===== src/rtl/a429_tx_pkg.sv =====
// Package: shared types and helpers for the queued ARINC 429 transmitter.
// Assumes 32-bit words sent from bit 1 (index 0) to bit 32 (index 31).
package a429_tx_pkg;

    localparam int WORD_W = 32;
    localparam int HALF_W = 16;

    typedef logic [WORD_W-1:0] a429_word_t;

    typedef enum logic [1:0] {
        SER_IDLE = 2'd0,
        SER_SEND = 2'd1,
        SER_GAP  = 2'd2
    } ser_state_e;

    // Parity bit for position 32: makes the whole word even (even=1) or odd.
    function automatic logic gen_parity(input logic [WORD_W-2:0] low_bits,
                                        input logic even);
        return even ? (^low_bits) : ~(^low_bits);
    endfunction

endpackage


===== src/rtl/a429_loader.sv =====
// Module: two-step half-word loader.
// Captures the lower half on wr_lo. Composes the full word on wr_hi, with
// optional parity in bit 32. Requests a queue push unless the queue is full.
// A full-queue push attempt sets the sticky overflow flag.
// Assumes wr_lo and wr_hi are single-cycle strobes from the host.
module a429_loader
    import a429_tx_pkg::*;
(
    input  logic              clk,
    input  logic              rst_n,
    input  logic [HALF_W-1:0] wr_data,
    input  logic              wr_lo,
    input  logic              wr_hi,
    input  logic              par_en,
    input  logic              par_even,
    input  logic              q_full,
    output logic              push,
    output a429_word_t        push_word,
    output logic              ovf
);

    logic [HALF_W-1:0] lo_q;
    logic              lo_valid;
    logic              bit32;

    // Select bit 32: host data or generated parity.
    always_comb begin
        bit32 = wr_data[HALF_W-1];
        if (par_en)
            bit32 = gen_parity({wr_data[HALF_W-2:0], lo_q}, par_even);
    end

    assign push_word = {bit32, wr_data[HALF_W-2:0], lo_q};
    assign push      = wr_hi && lo_valid && !q_full;

    // Hold the lower half-word and track whether an upper strobe may follow.
    always_ff @(posedge clk) begin
        if (!rst_n) begin
            lo_q     <= '0;
            lo_valid <= 1'b0;
        end else begin
            if (wr_hi)
                lo_valid <= 1'b0;
            if (wr_lo) begin
                lo_q     <= wr_data;
                lo_valid <= 1'b1;
            end
        end
    end

    // Sticky overflow on an upper strobe that meets a full queue.
    always_ff @(posedge clk) begin
        if (!rst_n)
            ovf <= 1'b0;
        else if (wr_hi && q_full)
            ovf <= 1'b1;
    end


    ovf_sticky_chk: assert property (@(posedge clk) disable iff (!rst_n)
        ovf |=> ovf);

endmodule


===== src/rtl/a429_word_fifo.sv =====
// Module: word queue with a registered occupancy count.
// The head word is read combinationally and removed by pop.
// Assumes the caller never pushes when full nor pops when empty.
module a429_word_fifo #(
    parameter int DEPTH = 8,
    parameter int WIDTH = 32
) (
    input  logic             clk,
    input  logic             rst_n,
    input  logic             push,
    input  logic [WIDTH-1:0] push_data,
    input  logic             pop,
    output logic [WIDTH-1:0] head,
    output logic             empty,
    output logic             full
);

    localparam int PTR_W = (DEPTH > 1) ? $clog2(DEPTH) : 1;
    localparam int CNT_W = $clog2(DEPTH + 1);
    localparam logic [PTR_W-1:0] LAST_SLOT = PTR_W'(DEPTH - 1);

    logic [WIDTH-1:0] slots [DEPTH];
    logic [PTR_W-1:0] wr_ptr, rd_ptr;
    logic [CNT_W-1:0] count;

    assign head  = slots[rd_ptr];
    assign empty = (count == '0);
    assign full  = (count == CNT_W'(DEPTH));

    // Write the incoming word into its slot; one enable per slot.
    for (genvar s = 0; s < DEPTH; s++) begin : g_slot
        always_ff @(posedge clk) begin
            if (push && (wr_ptr == PTR_W'(s)))
                slots[s] <= push_data;
        end
    end

    // Advance pointers and occupancy.
    always_ff @(posedge clk) begin
        if (!rst_n) begin
            wr_ptr <= '0;
            rd_ptr <= '0;
            count  <= '0;
        end else begin
            if (push)
                wr_ptr <= (wr_ptr == LAST_SLOT) ? '0 : wr_ptr + 1'b1;
            if (pop)
                rd_ptr <= (rd_ptr == LAST_SLOT) ? '0 : rd_ptr + 1'b1;
            if (push && !pop)
                count <= count + 1'b1;
            else if (pop && !push)
                count <= count - 1'b1;
        end
    end


    no_overflow_chk: assert property (@(posedge clk) disable iff (!rst_n)
        push |-> !full);


    no_underflow_chk: assert property (@(posedge clk) disable iff (!rst_n)
        pop |-> !empty);

endmodule


===== src/rtl/a429_serializer.sv =====
// Module: return-to-zero word serializer.
// Pops a word when enabled and the queue is non-empty. Sends bit 1 first,
// each bit as a half-period pulse on the matching line. Then inserts a
// null gap of GAP_BITS bit periods. The period is latched at word start.
// Assumes word_in is valid whenever q_empty is low.
module a429_serializer
    import a429_tx_pkg::*;
#(
    parameter int FAST_DIV = 10,
    parameter int SLOW_DIV = 80,
    parameter int GAP_BITS = 4
) (
    input  logic       clk,
    input  logic       rst_n,
    input  logic       tx_en,
    input  logic       rate_sel,
    input  logic       q_empty,
    input  a429_word_t word_in,
    output logic       pop,
    output logic       busy,
    output logic       line_one,
    output logic       line_zero
);

    localparam int CNT_W = $clog2(SLOW_DIV);
    localparam int BIT_W = $clog2(WORD_W);
    localparam logic [BIT_W-1:0] LAST_BIT = BIT_W'(WORD_W - 1);
    localparam logic [BIT_W-1:0] LAST_GAP = BIT_W'(GAP_BITS - 1);

    ser_state_e       state;
    logic [CNT_W-1:0] cnt, last_cnt, half_cnt;
    logic [BIT_W-1:0] bitn;
    a429_word_t       sh;
    logic             slow;
    logic             bit_end, gap_done, start, pulse;

    assign last_cnt = slow ? CNT_W'(SLOW_DIV - 1) : CNT_W'(FAST_DIV - 1);
    assign half_cnt = slow ? CNT_W'(SLOW_DIV / 2) : CNT_W'(FAST_DIV / 2);
    assign bit_end  = (cnt == last_cnt);
    assign gap_done = (state == SER_GAP) && bit_end && (bitn == LAST_GAP);
    assign start    = tx_en && !q_empty && ((state == SER_IDLE) || gap_done);
    assign pop      = start;
    assign busy     = (state != SER_IDLE);

    // Active half of a data bit.
    assign pulse     = (state == SER_SEND) && (cnt < half_cnt);
    assign line_one  = pulse && sh[0];
    assign line_zero = pulse && !sh[0];

    // Sequence words, bits and gap periods.
    always_ff @(posedge clk) begin
        if (!rst_n) begin
            state <= SER_IDLE;
            cnt   <= '0;
            bitn  <= '0;
            sh    <= '0;
            slow  <= 1'b0;
        end else if (start) begin
            state <= SER_SEND;
            cnt   <= '0;
            bitn  <= '0;
            sh    <= word_in;
            slow  <= rate_sel;
        end else begin
            case (state)
                SER_SEND: begin
                    if (bit_end) begin
                        cnt <= '0;
                        sh  <= sh >> 1;
                        if (bitn == LAST_BIT) begin
                            state <= SER_GAP;
                            bitn  <= '0;
                        end else begin
                            bitn <= bitn + 1'b1;
                        end
                    end else begin
                        cnt <= cnt + 1'b1;
                    end
                end
                SER_GAP: begin
                    if (bit_end) begin
                        cnt <= '0;
                        if (bitn == LAST_GAP)
                            state <= SER_IDLE;
                        else
                            bitn <= bitn + 1'b1;
                    end else begin
                        cnt <= cnt + 1'b1;
                    end
                end
                default: ;
            endcase
        end
    end


    lines_exclusive_chk: assert property (@(posedge clk) disable iff (!rst_n)
        !(line_one && line_zero));


    period_bound_chk: assert property (@(posedge clk) disable iff (!rst_n)
        busy |-> (cnt <= last_cnt));

endmodule


===== src/rtl/a429_tx_fifo.sv =====
// Module: top of the queued ARINC 429 transmitter.
// Connects the half-word loader, the word queue and the serializer,
// and derives the ready flag.
// Assumes a single clock domain and host strobes synchronous to clk.
module a429_tx_fifo
    import a429_tx_pkg::*;
#(
    parameter int DEPTH    = 8,
    parameter int FAST_DIV = 10,
    parameter int SLOW_DIV = 80,
    parameter int GAP_BITS = 4
) (
    input  logic              clk,
    input  logic              rst_n,
    input  logic [HALF_W-1:0] wr_data,
    input  logic              wr_lo,
    input  logic              wr_hi,
    input  logic              par_en,
    input  logic              par_even,
    input  logic              rate_sel,
    input  logic              tx_en,
    output logic              ready,
    output logic              ovf,
    output logic              line_one,
    output logic              line_zero
);

    logic       push, pop, q_empty, q_full, busy;
    a429_word_t push_word, head;

    a429_loader u_loader (
        .clk       (clk),
        .rst_n     (rst_n),
        .wr_data   (wr_data),
        .wr_lo     (wr_lo),
        .wr_hi     (wr_hi),
        .par_en    (par_en),
        .par_even  (par_even),
        .q_full    (q_full),
        .push      (push),
        .push_word (push_word),
        .ovf       (ovf)
    );

    a429_word_fifo #(
        .DEPTH (DEPTH),
        .WIDTH (WORD_W)
    ) u_fifo (
        .clk       (clk),
        .rst_n     (rst_n),
        .push      (push),
        .push_data (push_word),
        .pop       (pop),
        .head      (head),
        .empty     (q_empty),
        .full      (q_full)
    );

    a429_serializer #(
        .FAST_DIV (FAST_DIV),
        .SLOW_DIV (SLOW_DIV),
        .GAP_BITS (GAP_BITS)
    ) u_ser (
        .clk       (clk),
        .rst_n     (rst_n),
        .tx_en     (tx_en),
        .rate_sel  (rate_sel),
        .q_empty   (q_empty),
        .word_in   (head),
        .pop       (pop),
        .busy      (busy),
        .line_one  (line_one),
        .line_zero (line_zero)
    );

    // Ready when nothing is queued and the serializer has finished its gap.
    assign ready = q_empty && !busy;


    ready_quiet_chk: assert property (@(posedge clk) disable iff (!rst_n)
        ready |-> (!line_one && !line_zero));

endmodule


===== config.mk =====
export PLATFORM = sky130hd
export DESIGN_NAME = a429_tx_fifo
export DESIGN_NICKNAME = d
export VERILOG_FILES = /design/src/rtl/a429_tx_pkg.sv /design/src/rtl/a429_loader.sv /design/src/rtl/a429_word_fifo.sv /design/src/rtl/a429_serializer.sv /design/src/rtl/a429_tx_fifo.sv
export SDC_FILE = /design/constraint.sdc
export NUM_CORES = 1
export LEC_CHECK = 0
export ABC_AREA = 1
export BUFFER_PORTS_ARGS = -buffer_cell sky130_fd_sc_hd__buf_2
export CAP_MARGIN = 20
export CELL_PAD_IN_SITES_DETAIL_PLACEMENT = 0
export CELL_PAD_IN_SITES_GLOBAL_PLACEMENT = 1
export CORE_MARGIN = 3
export CORE_UTILIZATION = 40
export DETAILED_ROUTE_END_ITERATION = 12
export HOLD_SLACK_MARGIN = 0.08
export PLACE_DENSITY_LB_ADDON = 0.1
export SLEW_MARGIN = 40
export SYNTH_ARGS = -nofsm -noshare
export SYNTH_HDL_FRONTEND = slang
export SYNTH_SLANG_ARGS = --single-unit

===== constraint.sdc =====
create_clock -name clk -period 4.9 [get_ports clk]
set_clock_uncertainty 0.1 [all_clocks]
set_input_delay 0.735 -clock clk [delete_from_list [all_inputs] [get_ports clk]]
set_output_delay 0.735 -clock clk [all_outputs]
set_load 0.02 [all_outputs]

# Word level (Yosys, flattened, before mapping)
# Memories as Yosys holds them, arrays and structs flattened. A register that Yosys moved wholly into a read port is not among the register bits.
# Cells that the tools add are included.
[word_totals]
register_bits = 75
ram_bits = 256
input_bits = 24
output_inout_bits = 4
n_memories = 1
[op_classes]
addsub = 6
order_cmp = 1
eq_ne = 23
muxes = 64
n_bitwise = 2
n_reduce_logical = 52
[mem_list]
columns = ["memory", "depth", "width", "read_ports", "rd_clocked_by_memory_dff", "write_ports", "line", "rtl"]
rows = [
  ["u_fifo.slots", 8, 32, 1, 1, 1, "a429_word_fifo.sv:22", "logic [WIDTH-1:0] slots [DEPTH];"],
]
[op_table]
columns = ["op", "n"]
rows = [
  ["32-bit 2-to-1 mux", 10],
  ["32-bit OR reduction", 7],
  ["3-bit 2-to-1 mux", 11],
  ["31-bit XOR reduction", 1],
  ["1-bit 2-to-1 mux", 28],
  ["1-bit logical AND", 21],
  ["5-bit 2-to-1 mux", 4],
  ["3-bit == test (second input constant)", 5],
  ["7-bit 2-to-1 mux", 2],
  ["2-bit nonzero test", 6],
  ["5-bit one-hot mux with 2 select lines", 1],
  ["5-bit AND reduction", 2],
  ["2-bit 2-to-1 mux", 4],
  ["4-bit 2-to-1 mux", 2],
  ["7-bit by 1-bit adder with 7-bit output (second input constant)", 1],
  ["7-bit == test", 1],
  ["7-bit < comparator", 1],
  ["3-bit by 1-bit adder with 3-bit output (second input constant)", 2],
  ["3-bit by 2-bit == test with 1-bit output (second input constant)", 2],
  ["1-bit zero test", 6],
  ["6-bit 2-to-1 mux", 1],
  ["2-bit != test (second input constant)", 3],
  ["3-bit by 2-bit != test with 1-bit output (second input constant)", 2],
  ["3-bit != test (second input constant)", 2],
  ["other kinds (20)", 23],
]

# Logic depth before layout (Yosys ltp)
# Gate-level depths: netlist of the first run.
[depth]
depth_word = 14
ltp_mapped = 19
ltp_nobuf = 18

# Modules after synthesis
# A second synthesis of the first run with hierarchy kept.
[unflattened]
hier_cells = 1610
area_unflattened_um2 = 15087.0
[modules_own_cells]
columns = ["module", "instances", "cells_per_inst", "area_each_um2", "seq_area_each_um2"]
rows = [
  ["a429_word_fifo", 1, 944, 10939.2, 7947.6],
  ["a429_serializer", 1, 407, 2691.3, 940.9],
  ["a429_loader", 1, 257, 1446.4, 360.3],
  ["a429_tx_fifo", 1, 2, 10.0, 0.0],
]

# Least setup slack after synthesis of the first run
# Ideal clock, no wire load.
[synth_timing]
path_kind = "input -> register"
startpoint = "in wr_hi"
endpoint = "mem u_fifo.slots[0][0] (enable)"
setup_ps = 461
t_arrival_ps = 3557
required_time_ps = 4339
setup_slack_ps = 781
path_stages = 5
cell_sequence = "inv_1 > nor3_1 > inv_1 > buf_2 > nor3_1"
[synth_between]
elab_chain_len = 13
elab_cells_between_ends = 47
[synth_rtl]
columns = ["item", "line", "rtl"]
rows = [
  ["start, declared", "a429_tx_fifo.sv:17", "input logic wr_hi,"],
  ["1-bit logical AND * (2 in series)", "a429_loader.sv:34", "assign push = wr_hi && lo_valid && !q_full;"],
  ["net push", "a429_tx_fifo.sv:28", "logic push, pop, q_empty, q_full, busy;"],
  ["1-bit logical AND", "a429_word_fifo.sv:33", "if (push && (wr_ptr == PTR_W'(s)))"],
  ["1-bit 2-to-1 mux", "a429_word_fifo.sv:33", ""],
  ["1-bit 2-to-1 mux (not written as such)", "a429_word_fifo.sv:34", "slots[s] <= push_data;"],
  ["32-bit OR reduction (no source line)", "-", ""],
  ["3-bit 2-to-1 mux (no source line) or 1-bit 2-to-1 mux (tied branches) (7 in series)", "-", ""],
  ["end, declared", "a429_word_fifo.sv:22", ""],
]
# The timed path passes the listed nets; every way through them passes the cells marked *.

# Worst setup path after layout of the first run
[layout_timing]
startpoint = "reg u_ser.cnt[2]"
endpoint = "reg u_fifo.count[3]"
[layout_between]
elab_chain_len = 8
elab_cells_between_ends = 10
[layout_rtl]
columns = ["item", "line", "rtl"]
rows = [
  ["start, declared", "a429_serializer.sv:31", "logic [CNT_W-1:0] cnt, last_cnt, half_cnt;"],
  ["start signal, assigned", "a429_serializer.sv:77", "cnt <= cnt + 1'b1;"],
  ["start signal, assigned", "a429_serializer.sv:88", "cnt <= cnt + 1'b1;"],
  ["7-bit == test *", "a429_serializer.sv:39", "assign bit_end = (cnt == last_cnt);"],
  ["1-bit logical AND * (2 in series)", "a429_serializer.sv:40", "assign gap_done = (state == SER_GAP) && bit_end && (bitn == LAST_GAP);"],
  ["1-bit logical OR *", "a429_serializer.sv:41", "assign start = tx_en && !q_empty && ((state == SER_IDLE) || gap_done);"],
  ["1-bit logical AND *", "a429_serializer.sv:41", ""],
  ["1-bit zero test", "a429_word_fifo.sv:49", "if (push && !pop)"],
  ["1-bit logical AND", "a429_word_fifo.sv:49", ""],
  ["4-bit 2-to-1 mux or 2-bit nonzero test (tied branches)", "-", ""],
  ["end signal, assigned", "a429_word_fifo.sv:50", "count <= count + 1'b1;"],
  ["end signal, assigned", "a429_word_fifo.sv:52", "count <= count - 1'b1;"],
  ["end, declared", "a429_word_fifo.sv:24", "logic [CNT_W-1:0] count;"],
]
# Mark *: on every way between the ends. The rest lies on a longest branch, timed or not.
# A chain may end at the register's enable or synchronous reset.

==> run metrics, run 1 <==
outcome=finished, final reports clean; Routed Antenna Nets=0; Core Area=between 0.03 and 0.04 mm2; HPWL after DPL=20,400 um; initial drt markers=roughly 620; register area share after synthesis=0.637; clk sinks=334; final worst path period need=roughly 3100 ps; Die W=just under 200 um; setup slack, reg-to-reg=1850 ps; cell family with most CP delay=simple AND/OR/NAND/NOR gates; Worst Path Buf+Inv=1; P&R area growth vs syn=11.9%; commonest non-fill, non-tap cells in the layout=306 x nand2_1, 283 x nor2_1, 256 x edfxtp_1; syn_nets=around 1,500; final setup TNS=0 ps; Filler cells=3,378; fin worst setup slack=1850 ps; CTS tree=built; Max FO, Critical Path=29; initial core utilization=0.407; critical-path cell list=ha_1, nor4_4, nand3_2, nand2_2, nand2_4, ha_1, inv_1, ha_1, nand2_1, nand2_1, a21oi_1, nor2_1, nor2_1, nand2_1, o21ai_0, a21oi_1; Via Count=approximately 10,000; Tot GR Track Use=0.186; Via density=5.04; Reg area=0.00925 mm2; PD cells=between 500 and 600 mW/mm2; Min Hold Slack=~350 ps; P_leak=0.00615 uW; die area=between 0.03 and 0.04 mm2; initial antenna violation count=1; R2R depth=16; Max Freq=around 330 MHz; global-route wire length before repair=around 56,000 um; arrival time worst endpoint=about 3400 ps; WL per Instance=18.2 um; most common cell after layout, fill and taps aside=nand2_1; Clk Latency, worst-skew pair=between 500 and 600 ps; Num CTS Buffers=39; setup slack at placement=between 1500 and 2000 ps; postcts setup bufs=0; total routed wirelength=roughly 36,000 um; worst setup path end=u_fifo.count[3]; crit end category=register; I/O Buffers=27; CP startpoint kind=register; Max Buffers Root-to-Sink=3; Crit Reg-Reg Startpoint=u_ser.cnt[2]; cts repair resizes=0; HP Class=reg2reg; Synth cell types=between 40 and 50; Syn Area/Cell=~10 um2; Yosys warnings=0; CTS clk-pin slew, worst paths=around 60 ps; slew margin rel.=0.446; Mapped Cells=between 1,000 and 1,500; share of cells above drive strength 1=0.0832; RR Endpoint=u_fifo.count[3]; FF+latch count, synth=334; Final Max Slew Viols=0; number of setup violations in the final report=0; critical path class=reg2reg; Critical Path Max Stage Delay=~440 ps; final-report hold violation count=0; Worst EP required=5220 ps; H-tree Lvls=2; vias in the first global route=9,526; EDFF count, synth=roughly 260; CTS Root Cell=clkbuf_16; Worst-Margin Slew=831 ps; largest net degree at the start of global routing=between 100 and 150; Crit-path slowest cell=nand2_2; fraction of registers with async set/reset=0; prevailing post-synth register cell=edfxtp_1; Residual DRC=0; Nets=roughly 1,500; critical path depth=16; Antenna Cells=0; Detailed Routing Iterations Pass 1=6; area of the multi-input gates=about 0.0045 mm2; Max-cap violations=0; post-route clock period utilization=0.623; Peak VDD IR=~0.00032 V; io pins=28; row count=69; DIE HEIGHT=196 um; Remaining Overflow, GRT=0; Syn Std Cell Area=between 0.01 and 0.015 mm2; hold_buf cts=0; Final Wtd Congestion=around 0.76; RSZ-0062 raised after global routing=no; CP startpoint=u_ser.cnt[2]
## final cells by class
cell class	instances	share of cell area
Clock buffer	58	0.0690
Sequential cell	334	0.570
Inverter	104	0.0246
Tap cell	461	0.0355
Clock inverter	13	0.00624
Timing Repair Buffer	46	0.0179
Multi-Input combinational cell	960	0.277
## where the power goes
| group | internal, uW | leakage (uW) | switching [uW] |
|---|---|---|---|
| registers | 3270 | 0.00297 | 111 |
| clock network | 1640 | 0.000593 | 1140 |
| logic | 778 | 0.00259 | 1970 |
## how the worst min path moves through the flow
| stage | cells after the start | to | slack, ps | from |
|---|---|---|---|---|
| 3_3_place_gp | 2 | u_loader.ovf | 340 | u_loader.ovf |
| 5_1_grt | 3 | u_loader.ovf | 370 | wr_hi |
| 6_report | 2 | u_loader.ovf | 350 | u_loader.ovf |
| 4_1_cts | 3 | u_loader.ovf | 340 | wr_hi |
| 2_1_floorplan | 2 | u_loader.lo_valid | 340 | u_loader.lo_valid |
| 3_5_place_dp | 2 | u_loader.ovf | 350 | u_loader.ovf |
## through the flow
| step | cells | utilization | total power (uW) | instance area (um2) |
|---|---|---|---|---|
| final | 1976 | 0.455 | 8900 | 16200 |
| after floorplan | 1473 | - | 5430 | 14500 |
| after CTS | 1976 | 0.455 | 9020 | 16200 |
| after global routing | 1976 | 0.455 | 9500 | 16200 |
| after global placement | 1905 | 0.421 | 6220 | 15000 |
| after detailed placement | 1905 | 0.421 | 6220 | 15000 |
## synthesized netlist by cell type, types with 9 or more instances
| cell | n | share of area |
|---|---|---|
| a21oi_1 | 35 | 0.012 |
| buf_2 | 21 | 0.0072 |
| clkbuf_1 | 36 | 0.0093 |
| dfxtp_1 | 78 | 0.11 |
| edfxtp_1 | 256 | 0.53 |
| ha_1 | 20 | 0.017 |
| inv_1 | 96 | 0.025 |
| nand2_1 | 306 | 0.079 |
| nand3_1 | 49 | 0.017 |
| nor2_1 | 285 | 0.074 |
| nor3_1 | 9 | 0.0031 |
| o21ai_0 | 154 | 0.053 |
| o22ai_1 | 58 | 0.025 |
## tightest hold or removal path, stage by stage (launching register included)
cell and delay (ps):
dfxtp_1 300, inv_1 50, a21oi_1 50
## state kept, by name, indices dropped and copies added (netlist names), named ones only
signal	count
u_fifo.slots	256
u_ser.sh	32
u_loader.lo_q	16
u_ser.cnt	7
u_ser.bitn	5
u_fifo.count	4
u_fifo.rd_ptr	3
u_fifo.wr_ptr	3
u_ser.state	2
u_loader.lo_valid	1
u_loader.ovf	1
u_ser.slow	1
## per-layer routing
layer / wire (um) / vias up / global-route usage
met2: 16800 / 176 / 0.307
met5: 0 / - / 0
met3: 1740 / 49 / 0.0287
li1: - / 4991 / -
met1: 16800 / 4737 / 0.261
met4: 626 / 0 / 0.0457
## logic make-up (layout without fill, tap and decap cells)
kind of cell / count (synthesis) / count (layout) / share of synthesized area
simple gates: 663 / 663 / 0.181
compound gates: 262 / 262 / 0.0979
xor+xnor: 14 / 14 / 0.00845
fa+ha+maj: 21 / 21 / 0.0186
flops: 334 / 334 / 0.637
buf+inv: 179 / 221 / 0.0563
No activity file was read; power rests on OpenSTA's default activity.
==> run 2, diff against run 1 <==
--- a/config.mk
+++ b/config.mk
@@ -5,7 +5,7 @@
 export SDC_FILE = /design/constraint.sdc
 export NUM_CORES = 1
 export LEC_CHECK = 0
-export ABC_AREA = 1
+export ABC_AREA = 0
 export BUFFER_PORTS_ARGS = -buffer_cell sky130_fd_sc_hd__buf_2
 export CAP_MARGIN = 20
 export CELL_PAD_IN_SITES_DETAIL_PLACEMENT = 0
==> constraint.sdc (replaced) <==
create_clock -name clk -period 2.72 [get_ports clk]
set_clock_uncertainty 0.1 [all_clocks]
set_input_delay 0.408 -clock clk [delete_from_list [all_inputs] [get_ports clk]]
set_output_delay 0.408 -clock clk [all_outputs]
set_load 0.02 [all_outputs]
==> run metrics, run 2 <==
outcome=finished, final reports clean (unchanged); initial antenna violation count=0 (was 1); Critical Path Max Stage Delay=400 ps (was 440 ps); Reg power frac=0.440 (was 0.379); Worst EP required=3060 ps (was 5220 ps); Peak VDD IR=0.000475 V (was 0.000324 V); Nets=964 (was 1,530); Die W=190 um (was 196 um); P_leak=0.00540 uW (was 0.00615 uW); Syn Std Cell Area=0.0136 mm2 (was 0.0145 mm2); DIE HEIGHT=190 um (was 196 um); global-route wire length before repair=47,600 um (was 55,900 um); Via Count=7,280 (was 9,953); HPWL after DPL=17,200 um (was 20,400 um); Routed Antenna Nets=0 (unchanged); number of setup violations in the final report=0 (unchanged); Yosys warnings=0 (unchanged); post-route clock period utilization=0.967 (was 0.623); CP startpoint kind=register (unchanged); Antenna Cells=0 (unchanged); CTS clk-pin slew, worst paths=60 ps (about the same); Detailed Routing Iterations Pass 1=5 (was 6); synth top area cells=edfxtp_1 56%, dfxtp_1 11%, mux4_2 11% (was edfxtp_1 53%, dfxtp_1 11%, nand2_1 7.9%); WL per Instance=22.2 um (was 18.2 um); max FFs per register=256 (unchanged); Num CTS Buffers=37 (was 39); vias in the first global route=7,792 (was 9,526); Sw Share=0.260 (was 0.362); Syn Area/Cell=15.9 um2 (was 9.85 um2); Synth top cells by count=256 x edfxtp_1, 113 x nand2_1, 78 x dfxtp_1 (was 306 x nand2_1, 285 x nor2_1, 256 x edfxtp_1); initial core utilization=0.412 (was 0.407); Worst-Margin Slew=712 ps (was 831 ps); syn_nets=900 (was 1,518); Remaining Overflow, GRT=0 (unchanged); CTS tree=built (unchanged); Max Freq=380 MHz (was 328 MHz); Final Max Slew Viols=0 (unchanged); critical-path cell list=ha_4, nor2_4, o2111ai_4, nor2_2, o221a_2, inv_4, ha_4, inv_4, ha_1, a21o_1, a21oi_2, xnor2_1, or3_1, a21boi_1 (was ha_1, nor4_4, nand3_2, nand2_2, nand2_4, ha_1, inv_1, ha_1, nand2_1, nand2_1, a21oi_1, nor2_1, nor2_1, nand2_1, o21ai_0, a21oi_1); prevailing post-synth register cell=edfxtp_1 (unchanged); Final Wtd Congestion=0.750 (was 0.758); EDFF count, synth=256 (unchanged); fin worst setup slack=88.8 ps (was 1850 ps); Clk Latency, worst-skew pair=510 ps (was 540 ps); share of cells above drive strength 1=0.229 (was 0.0832); Tot GR Track Use=0.175 (was 0.186); final-report hold violation count=0 (unchanged); Largest regs=u_fifo.slots x256, u_ser.sh x32, u_loader.lo_q x16 (unchanged); post-synth top area share=0.565 (was 0.530); total routed wirelength=30,900 um (was 35,900 um); setup slack at placement=-41.2 ps (was 1730 ps); P&R area growth vs syn=16.1% (was 11.9%); FF+latch count, synth=334 (unchanged); initial drt markers=396 (was 623); commonest non-fill, non-tap cells in the layout=256 x edfxtp_1, 113 x nand2_1, 71 x dfxtp_1 (was 306 x nand2_1, 283 x nor2_1, 256 x edfxtp_1); Final Non-Filler Cells=1,389 (was 1,976); HP Class=in2reg (was reg2reg); I/O Buffers=27 (unchanged); most common cell after layout, fill and taps aside=edfxtp_1 (was nand2_1); PD cells=899 mW/mm2 (was 548 mW/mm2); Most flops, register=u_fifo.slots (unchanged); switching power of the nets=3690 uW (was 3220 uW); io pins=28 (unchanged); clk sinks=334 (unchanged); RSZ-0062 raised after global routing=yes (was no); arrival time worst endpoint=2970 ps (was 3380 ps); Min Hold Slack=112 ps (was 354 ps); most common cell in the netlist=edfxtp_1 (was nand2_1); slew margin rel.=0.526 (was 0.446); CTS Root Cell=clkbuf_16 (unchanged); Max Buffers Root-to-Sink=3 (unchanged); post-layout util=0.478 (was 0.455); register area share after synthesis=0.680 (was 0.637); Mapped Cells=855 (was 1,473); Inst Count DP=1,317 (was 1,905); critical path class=reg2reg (unchanged); Core Area=0.0330 mm2 (was 0.0357 mm2); Synth cell types=51 (was 42); Via density=5.24 (was 5.04); clock power share=0.359 (was 0.312); Max-cap violations=0 (unchanged); H-tree Lvls=2 (unchanged); row count=66 (was 69); largest net degree at the start of global routing=41 (was 129); Max FO, Critical Path=6 (was 29); Crit-path slowest cell=dfxtp_4 (was nand2_2); final worst path period need=2630 ps (was 3050 ps); Cell Int Power=10,500 uW (was 5680 uW); area leader, netlist=edfxtp_1 (unchanged); die area=0.0363 mm2 (was 0.0386 mm2); fraction of registers with async set/reset=0 (unchanged); Residual DRC=0 (unchanged); crit end category=register (unchanged); Gate power share=0.202 (was 0.308)
## run 2: through the flow
stage,power [uW],setup TNS (ps),cell area (um2)
after floorplan,8470,-55.1,13700
after global placement,9200,0,14500
after detailed placement,9260,-41.2,14500
after CTS,14400,0,15800
after global routing,14900,-4.51,15800
final,14200,0,15800
## run 2: power by group through the flow
stage / sequential (uW) / clock (uW) / combinational [uW]
2_1_floorplan: 6180 / 0 / 2290
3_3_place_gp: 6340 / 0 / 2860
3_5_place_dp: 6360 / 0 / 2900
4_1_cts: 6250 / 5220 / 2910
5_1_grt: 6310 / 5430 / 3200
6_report: 6250 / 5090 / 2860
## run 2: path summary, 6_finish.rpt
kind                            slack [ps]                   to  cells past startpoint          from
worst max-delay path                    90      u_fifo.count[3]                     14    u_ser.slow
worst min-delay path                   110  u_fifo.slots[3][16]                      1    wr_data[0]
worst max register to register          90      u_fifo.count[3]                     14    u_ser.slow
worst min register to register         380         u_ser.sh[31]                      2  u_ser.sh[31]
## run 2: layer usage
layer	share of wire	global-route usage
met1	0.45	0.237
met2	0.50	0.300
met3	0.035	0.0228
met4	0.022	0.0437
met5	0	0
## run 2: logic make-up after synthesis
family          after synthesis  share of synthesized area
compound gates               41                     0.0230
xor+xnor                     41                     0.0264
fa+ha+maj                    21                     0.0199
buf+inv                      55                     0.0192
flops                       334                      0.680
mux                         116                      0.144
simple gates                247                     0.0877
## run 2: timing repair
item / in CTS / in global routing
hold endpoints to repair: 2 / 0
pin swaps: 0 / 4
resized for setup: 3 / 5
endpoints found under the setup margin: 1 / 2
buffers inserted: 0 / 3
hold buffers: 2 / 0
## run 2: layout make-up
cell class | count | area, um2
sequential | 334 | 9270
clock buffer | 50 | 1040
fill | 2880 | 17200
multi-input combinational | 466 | 4190
inverter | 11 | 46.3
tap | 442 | 553
timing repair buffer | 69 | 493
clock inverter | 17 | 218
## run 2: worst max-delay path: cells and delay by family, from the launching register on
family                     cells  cell delay (ps)
AOI/OAI and AO/OA              5              760
xor gates and xnor gates       1               80
adders and majority gates      3              600
buffers and inverters          2              100
DFF                            1              400
and+or+nand+nor                3              520
==> run 3, diff against run 2 <==
--- a/config.mk
+++ b/config.mk
@@ -5,7 +5,7 @@
 export SDC_FILE = /design/constraint.sdc
 export NUM_CORES = 1
 export LEC_CHECK = 0
-export ABC_AREA = 0
+export ABC_AREA = 1
 export BUFFER_PORTS_ARGS = -buffer_cell sky130_fd_sc_hd__buf_2
 export CAP_MARGIN = 20
 export CELL_PAD_IN_SITES_DETAIL_PLACEMENT = 0
==> run metrics, run 3 (synthesis gave the netlist of run 1 again) <==
outcome=finished, final reports clean (unchanged); Inst Count DP=1,922 (was 1,317); initial core utilization=0.407 (was 0.412); Max Buffers Root-to-Sink=3 (unchanged); slew margin rel.=0.574 (was 0.526); most common cell after layout, fill and taps aside=nand2_1 (was edfxtp_1); critical path class=reg2reg (unchanged); WL per Instance=18.0 um (was 22.2 um); HPWL after DPL=20,700 um (was 17,200 um); max FFs per register=256 (unchanged); Min Hold Slack=111 ps (was 112 ps); vias in the first global route=9,417 (was 7,792); io pins=28 (unchanged); initial antenna violation count=0 (unchanged); RSZ-0062 raised after global routing=no (was yes); crit end category=register (unchanged); Remaining Overflow, GRT=0 (unchanged); P&R area growth vs syn=15.0% (was 16.1%); Worst EP required=3030 ps (was 3060 ps); Max-cap violations=0 (unchanged); Nets=1,552 (was 964); Most flops, register=u_fifo.slots (unchanged); CTS Root Cell=clkbuf_16 (unchanged); post-route clock period utilization=0.913 (was 0.967); clk sinks=334 (unchanged); Reg area=0.00926 mm2 (was 0.00927 mm2); Final Wtd Congestion=0.754 (was 0.750); hold_sp=wr_data[0] (unchanged); Filler cells=3,338 (was 2,880); Antenna Cells=0 (unchanged); share of cells above drive strength 1=0.0997 (was 0.229); Critical Path Max Stage Delay=330 ps (was 400 ps); P_leak=0.00637 uW (was 0.00540 uW); Routed Antenna Nets=0 (unchanged); arrival time worst endpoint=2790 ps (was 2970 ps); CTS tree=built (unchanged); Largest regs=u_fifo.slots x256, u_ser.sh x32, u_loader.lo_q x16 (unchanged); HP Class=in2reg (unchanged); H-tree Lvls=2 (unchanged); Clk Latency, worst-skew pair=520 ps (was 510 ps); final worst path period need=2480 ps (was 2630 ps); DIE HEIGHT=196 um (was 190 um); postcts setup bufs=0 (unchanged); critical-path cell list=ha_1, nor4_4, nand3_2, nand2_2, nand2_4, ha_1, inv_2, ha_1, nand2_1, nand2_1, a21oi_2, nor2_1, nor2_1, nand2_1, o21ai_0, a21oi_1 (was ha_4, nor2_4, o2111ai_4, nor2_2, o221a_2, inv_4, ha_4, inv_4, ha_1, a21o_1, a21oi_2, xnor2_1, or3_1, a21boi_1); Core Area=0.0357 mm2 (was 0.0330 mm2); Max Freq=403 MHz (was 380 MHz); area of the multi-input gates=0.00455 mm2 (was 0.00419 mm2); CP startpoint kind=register (unchanged); commonest non-fill, non-tap cells in the layout=306 x nand2_1, 282 x nor2_1, 256 x edfxtp_1 (was 256 x edfxtp_1, 113 x nand2_1, 71 x dfxtp_1); Crit-path slowest cell=ha_1 (was dfxtp_4); Crit Reg-Reg Startpoint=u_ser.slow (unchanged); Max FO, Critical Path=3 (was 6); Final Non-Filler Cells=1,996 (was 1,389); final-report hold violation count=0 (unchanged); PD cells=983 mW/mm2 (was 899 mW/mm2); Peak VDD IR=0.000574 V (was 0.000475 V); die area=0.0386 mm2 (was 0.0363 mm2); row count=69 (was 66); global-route wire length before repair=55,600 um (was 47,600 um); Worst-Margin Slew=639 ps (was 712 ps); Num CTS Buffers=39 (was 37); number of setup violations in the final report=0 (unchanged); CTS clk-pin slew, worst paths=60 ps (about the same); initial drt markers=673 (was 396); I/O Buffers=27 (unchanged); Via density=5.03 (was 5.24); Residual DRC=0 (unchanged); total routed wirelength=36,000 um (was 30,900 um); Via Count=10,048 (was 7,280); Tot GR Track Use=0.187 (was 0.175); Die W=196 um (was 190 um); Detailed Routing Iterations Pass 1=5 (unchanged); Final Max Slew Viols=0 (unchanged); CP startpoint=u_ser.slow (unchanged); largest net degree at the start of global routing=129 (was 41)
run 3: through the flow:
stage,TNS (ps),worst slack (ps),util,instance area [um2],total power [uW]
after floorplan,-58730,-310,-,14500,9780
after global placement,0,89.2,0.431,15400,11300
after detailed placement,0,89.5,0.431,15400,11300
after CTS,0,72.1,0.468,16700,16600
after global routing,0,8.19,0.468,16700,17500
final,0,236,0.468,16700,16400
run 3: what timing repair did:
| item | in CTS | in global routing |
|---|---|---|
| resized for setup | 0 | 7 |
| hold buffers | 5 | 0 |
| setup endpoints to repair | 0 | 1 |
| hold endpoints to repair | 23 | 0 |
run 3: final cells by class:
cell class                      count  share of cell area
Tap cell                          461              0.0345
Multi-Input combinational cell    960               0.272
Clock inverter                     18              0.0128
Sequential cell                   334               0.554
Timing Repair Buffer               68              0.0385
Inverter                          104              0.0238
Clock buffer                       51              0.0637
run 3: critical path: cells and delay by family (launching register included):
family	cells	cell delay (ps)
fa+ha+maj	3	770
simple gates	9	750
compound gates	3	320
flops	1	310
buf+inv	1	90
run 3: worst paths after layout:
path | to | slack, ps | depth (start not counted)
max | u_fifo.count[3] | 240 | 16
min | u_fifo.slots[3][16] | 110 | 1
max reg2reg | u_fifo.count[3] | 240 | 16
min reg2reg | u_loader.ovf | 350 | 2
run 3: report_power, final:
group | switching (uW) | internal (uW) | leakage, uW
sequential | 206 | 5880 | 0.00297
combinational | 3560 | 1550 | 0.00277
clock | 2000 | 3220 | 0.000628
total | 5760 | 10700 | 0.00637
run 3: metal layers:
layer / global-route usage / up-vias / part of all wire
met3: 0.0285 / 45 / 0.046
met1: 0.271 / 4761 / 0.48
met4: 0.0428 / 0 / 0.016
met2: 0.302 / 197 / 0.46
met5: 0 / - / 0
li1: - / 5045 / -
